File: src/rtl/fpt_pkg.sv
package fpt_pkg;
  typedef enum logic [2:0] {
    ST_IDLE,
    ST_WAIT_HI,
    ST_WAIT_LO,
    ST_WAIT_RISE,
    ST_FRAME
  } fseq_state_e;
endpackage

File: src/rtl/fpt_sclk_gen.sv
module fpt_sclk_gen #(
  parameter int DIV_W = 8
) (
  input  logic             clk,
  input  logic             rst,
  input  logic [DIV_W-1:0] div,
  output logic             sclk
);
  logic [DIV_W-1:0] cnt_q;

  // Toggle after (div+1) master cycles; >= tolerates a smaller new divider.
  always_ff @(posedge clk) begin
    if (rst) begin
      cnt_q <= '0;
      sclk  <= 1'b1;
    end else if (cnt_q >= div) begin
      cnt_q <= '0;
      sclk  <= ~sclk;
    end else begin
      cnt_q <= cnt_q + 1'b1;
    end
  end
endmodule

File: src/rtl/fpt_interval_timer.sv
module fpt_interval_timer #(
  parameter int RLD_W = 16
) (
  input  logic             clk,
  input  logic             rst,
  input  logic [RLD_W-1:0] reload,
  output logic             req
);
  logic [RLD_W-1:0] cnt_q;

  always_ff @(posedge clk) begin
    if (rst) begin
      cnt_q <= '0;
      req   <= 1'b0;
    end else if (cnt_q >= reload) begin
      cnt_q <= '0;
      req   <= 1'b1;
    end else begin
      cnt_q <= cnt_q + 1'b1;
      req   <= 1'b0;
    end
  end
endmodule

File: src/rtl/fpt_frame_seq.sv
module fpt_frame_seq
  import fpt_pkg::*;
#(
  parameter int WORD_BITS = 16,
  parameter int DLY_W     = 11
) (
  input  logic clk,
  input  logic rst,
  input  logic sclk,
  input  logic req,
  output logic fs_n,
  output logic frame_start,
  output logic slip,
  output logic overrun,
  output logic idle
);
  localparam int BW = $clog2(WORD_BITS);

  fseq_state_e      state_q, state_d;
  logic [BW-1:0]    bit_q;
  logic [DLY_W-1:0] dly_q, prev_dly_q;
  logic             have_prev_q, pend_q, sclk_d;
  logic             rise, last, start, waiting, enter_wait;

  assign rise    = sclk & ~sclk_d;
  assign last    = (state_q == ST_FRAME) && rise && (bit_q == BW'(WORD_BITS - 1));
  assign start   = (state_q == ST_WAIT_RISE) && sclk;
  assign waiting = (state_q == ST_WAIT_HI) || (state_q == ST_WAIT_LO) ||
                   (state_q == ST_WAIT_RISE);
  assign enter_wait = ((state_q == ST_IDLE) && req) || (last && (pend_q || req));
  assign idle    = (state_q == ST_IDLE);

  always_comb begin
    state_d = state_q;
    case (state_q)
      ST_IDLE:      if (req) state_d = sclk ? ST_WAIT_LO : ST_WAIT_HI;
      ST_WAIT_HI:   if (sclk) state_d = ST_WAIT_LO;
      ST_WAIT_LO:   if (!sclk) state_d = ST_WAIT_RISE;
      ST_WAIT_RISE: if (sclk) state_d = ST_FRAME;
      ST_FRAME:     if (last) state_d = (pend_q || req) ? ST_WAIT_LO : ST_IDLE;
      default:      state_d = ST_IDLE;
    endcase
  end

  always_ff @(posedge clk) begin
    if (rst) begin
      state_q     <= ST_IDLE;
      sclk_d      <= 1'b1;
      bit_q       <= '0;
      dly_q       <= '0;
      prev_dly_q  <= '0;
      have_prev_q <= 1'b0;
      pend_q      <= 1'b0;
      fs_n        <= 1'b1;
      frame_start <= 1'b0;
      slip        <= 1'b0;
      overrun     <= 1'b0;
    end else begin
      state_q     <= state_d;
      sclk_d      <= sclk;
      frame_start <= start;
      slip        <= start && have_prev_q && (dly_q != prev_dly_q);

      if (start)     fs_n <= 1'b0;
      else if (last) fs_n <= 1'b1;

      if (start)                            bit_q <= '0;
      else if ((state_q == ST_FRAME) && rise) bit_q <= bit_q + 1'b1;

      // Start delay, counted from the cycle the request is taken up.
      if (enter_wait)   dly_q <= DLY_W'(1);
      else if (waiting) dly_q <= dly_q + 1'b1;

      if (start) begin
        prev_dly_q  <= dly_q;
        have_prev_q <= 1'b1;
      end

      if (last) begin
        pend_q <= pend_q && req;
      end else if (!idle && req) begin
        pend_q <= 1'b1;
        if (pend_q) overrun <= 1'b1;
      end
    end
  end
endmodule

File: src/rtl/frame_pacer.sv
module frame_pacer #(
  parameter int DIV_W     = 8,
  parameter int RLD_W     = 16,
  parameter int WORD_BITS = 16
) (
  input  logic             clk,
  input  logic             rst,
  input  logic [DIV_W-1:0] cfg_div,
  input  logic [RLD_W-1:0] cfg_reload,
  output logic             sclk,
  output logic             fs_n,
  output logic             frame_start,
  output logic             slip,
  output logic             overrun
);
  localparam int DLY_W = DIV_W + 3;

  logic [DIV_W-1:0] div_q;
  logic [RLD_W-1:0] rld_q;
  logic             req, idle;

  always_ff @(posedge clk) begin
    if (rst || idle) begin
      div_q <= cfg_div;
      rld_q <= cfg_reload;
    end
  end

  fpt_sclk_gen #(.DIV_W(DIV_W)) u_sclk (
    .clk(clk), .rst(rst), .div(div_q), .sclk(sclk)
  );

  fpt_interval_timer #(.RLD_W(RLD_W)) u_tmr (
    .clk(clk), .rst(rst), .reload(rld_q), .req(req)
  );

  fpt_frame_seq #(.WORD_BITS(WORD_BITS), .DLY_W(DLY_W)) u_seq (
    .clk(clk), .rst(rst), .sclk(sclk), .req(req),
    .fs_n(fs_n), .frame_start(frame_start), .slip(slip),
    .overrun(overrun), .idle(idle)
  );
endmodule

File: config.mk
export PLATFORM = sky130hd
export DESIGN_NAME = frame_pacer
export DESIGN_NICKNAME = d
export VERILOG_FILES = /design/src/rtl/fpt_pkg.sv /design/src/rtl/fpt_sclk_gen.sv /design/src/rtl/fpt_interval_timer.sv /design/src/rtl/fpt_frame_seq.sv /design/src/rtl/frame_pacer.sv
export SDC_FILE = /design/constraint.sdc
export NUM_CORES = 1
export LEC_CHECK = 0
export BUFFER_PORTS_ARGS = -buffer_cell sky130_fd_sc_hd__buf_2
export CAP_MARGIN = 20
export CORE_MARGIN = 2
export CORE_UTILIZATION = 40
export CTS_BUF_LIST = sky130_fd_sc_hd__clkbuf_4
export DETAILED_ROUTE_END_ITERATION = 7
export SYNTH_ARGS = -nofsm -noshare
export SYNTH_HDL_FRONTEND = slang
export SYNTH_SLANG_ARGS = --single-unit
File: constraint.sdc
create_clock -name clk -period 2.2 [get_ports clk]
set_clock_uncertainty 0.15 [all_clocks]
set_input_delay 0.11 -clock clk [delete_from_list [all_inputs] [get_ports clk]]
set_output_delay 0.11 -clock clk [all_outputs]
set_load 0.03 [all_outputs]
==> flow_metrics.tcl <==
set metrics [dict create \
    dr.pass1.iters 4 \
    cts.sinks 86 \
    detail-route-antenna-nets 0 \
    synth_edf_count 24 \
    globalplace.congestion 0.7728 \
    fp.dieArea_mm2 0.01072 \
    h-tree-depth 3 \
    wirelength_um 7446 \
    synth_top_area_cell "dfxtp_1" \
    start_util_pct 40.93 \
    criticalPathCategory "register to register" \
    dpl.hpwl_um 4882 \
    ios 31 \
    r2r_start "rld_q[15]" \
    async_reset_ff_share_pct 0 \
    area.growth.synth_to_final_pct 19.79 \
    final_layout_size_suffix_gt1_share_pct 14.53 \
    numCtsBuffers 9 \
    p_per_area_mw_per_mm2 653.2 \
    clk_pin_slew_ns 0.15 \
    tns_ns 0 \
    tritoncts "yes" \
    hp-class "input pin to register" \
    hold_viol_final 0 \
    yosysWarnings 0 \
    arrival_ns 2.21 \
    dr_total_vias 2907 \
    ir_drop_v 0.0003265 \
    worst_hold_startpoint "cfg_reload[0]" \
    fin_cells 608 \
    reg2reg_slack_ns 0.16 \
    overflow 0 \
    worstPathRequired_ns 2.36 \
    via_per_inst 4.781 \
    syn_inst 406 \
    core_area_mm2 0.009684 \
    rows 36 \
    setup-violations-final 0 \
    ys_seq_area_share_pct 49.49 \
    post_synth_num_cell_types 42 \
    mostFrequentLayoutCells "dfxtp_1 (62), nor2_1 (47), nand2_1 (43)" \
    die_h_um 103.5 \
    leakage_nw 2.087 \
    synth_area_leaders "dfxtp_1 (31%), edfxtp_1 (18%), ha_1 (8.8%)" \
    grt_max_degree 29 \
    gr-usage-all-layers_pct 14.02 \
    slew_headroom_pct 63.94 \
    drc 0 \
    syn_area_mm2 0.003964 \
    avgSynthCellArea_um2 9.763 \
    min_to "rld_q[0]" \
    final_common_cell "dfxtp_1" \
    cp-start-kind "register" \
    nets 524 \
    grt_pass1_wl_um 12320 \
    max_stage_delay_ns 0.35 \
    drtIter0Drc 125 \
    ctsRootBufferMaster "clkbuf_4" \
    cp_max_fo 8 \
    n_antenna_cell 0 \
    cp-end-kind "register" \
    slew_violations 0 \
    antenna_found_initial 0 \
    timing.hold.ws_ns 0.2374 \
    dp.cells 564 \
    wire_per_inst_um 12.25 \
    port_buffers 30 \
    status "finished clean" \
    grt_pass1_vias 2727 \
    synth_nets 460 \
    fmax_mhz 489.2 \
    die_x_um 103.5 \
    clk_latency_ns 0.43 \
    fin_crit_sh_pct 92.91 \
    worstMarginPinSlew_ns 0.5393 \
    ys_ff_latch 86 \
    crit_chain "inv_1 -> ha_1 -> nand4_1 -> nor3_4 -> o311ai_2 -> nand4b_4 -> nor2_1" \
    layout_min_cycle_time_ns 2.044 \
    hold_depth 2 \
    cts_buffer_depth 2 \
    synth_top_area_share_pct 31.31 \
    drv_cap 0 \
    critPathSlowestCell "edfxtp_1" \
    synth_flop_cell "dfxtp_1" \
    fin_util_pct 49.03 \
    rr_worst_depth 7 \
    r2r-end "u_tmr.cnt_q[15]" \
]
kinds of logic after synthesis:
family	count (synthesis)	synth area share, %
adders and majority gates	28	8.838
buffers and inverters	42	4.703
xor gates and xnor gates	45	9.943
and+or+nand+nor	153	18.43
AOI/OAI and AO/OA	51	8.333
DFF	86	49.49
muxes	1	0.2525
metrics by stage:
stage	setup WS (ns)	area, um2	power, mW
after floorplan	0.3453	3964	2.065
after global placement	0.06294	4283	2.174
after detailed placement	-0.01732	4283	2.180
after CTS	0.03834	4676	3.127
after global routing	-0.01383	4748	3.258
final	0.1560	4748	3.101
what timing repair did:
| action | 4_1_cts | 5_1_grt |
|---|---|---|
| setup endpoints to repair | 16 | 16 |
| hold endpoints to repair | 25 | 0 |
| gates cloned | 0 | 1 |
| setup buffers | 0 | 2 |
| pin swaps | 0 | 2 |
| gates resized for setup | 1 | 5 |
| hold buffers | 25 | 0 |
state kept, by name (all words and copies together), names as in the netlist, 3 cells and up:
signal            flops
rld_q                16
u_tmr.cnt_q          16
u_seq.dly_q          11
u_seq.prev_dly_q     11
div_q                 8
u_sclk.cnt_q          8
u_seq.bit_q           4
u_seq.state_q         3
area by class of cell:
cell class                 instances  area [um2]
tap                              133       166.4
clock inverter                     7       70.07
fill                             909        4936
multi-input combinational        279        1878
sequential                        86        1962
clock buffer                       9       67.56
inverter                          27       101.3
timing repair buffer              67       503.0
metal layers:
layer / GRT usage (%) / part of all wire, %
met3: 3.587 / 2.7
met1: 18.05 / 49
met4: 4.054 / 1.5
met5: 0 / 0
met2: 23.37 / 47
synthesized netlist by cell type (5+ instances only):
master    count
nand2_1      43
nor2_1       47
and3_1       12
nand4_1      10
inv_1        27
xnor2_1       6
xor2_1       39
buf_2         5
a21oi_1      27
nor3_1        9
dfxtp_1      62
clkbuf_1      5
edfxtp_1     24
nand3_1      14
ha_1         28
o21ai_0       5
report_power, final:
part | internal, mW | switching [mW]
sequential | 1.73 | 0.0445
clock | 0.351 | 0.560
combinational | 0.189 | 0.228
total | 2.27 | 0.833
critical path, delay by kind of cell (launching register included):
family	cells	cell delay [ns]
compound gates	1	0.25
fa+ha+maj	1	0.34
buf+inv	1	0.05
flops	1	0.35
simple gates	4	0.79
worst max path at each step:
stage                               from         endpoint  cells after the start
final                          rld_q[15]  u_tmr.cnt_q[15]                      7
after global routing            rld_q[0]  u_tmr.cnt_q[10]                      6
after CTS                      rld_q[14]  u_tmr.cnt_q[10]                      7
after detailed placement       rld_q[14]  u_tmr.cnt_q[10]                      7
after global placement         rld_q[15]  u_tmr.cnt_q[11]                      7
after floorplan           u_tmr.cnt_q[0]  u_tmr.cnt_q[10]                      8
(Power assumes the default switching activity.)
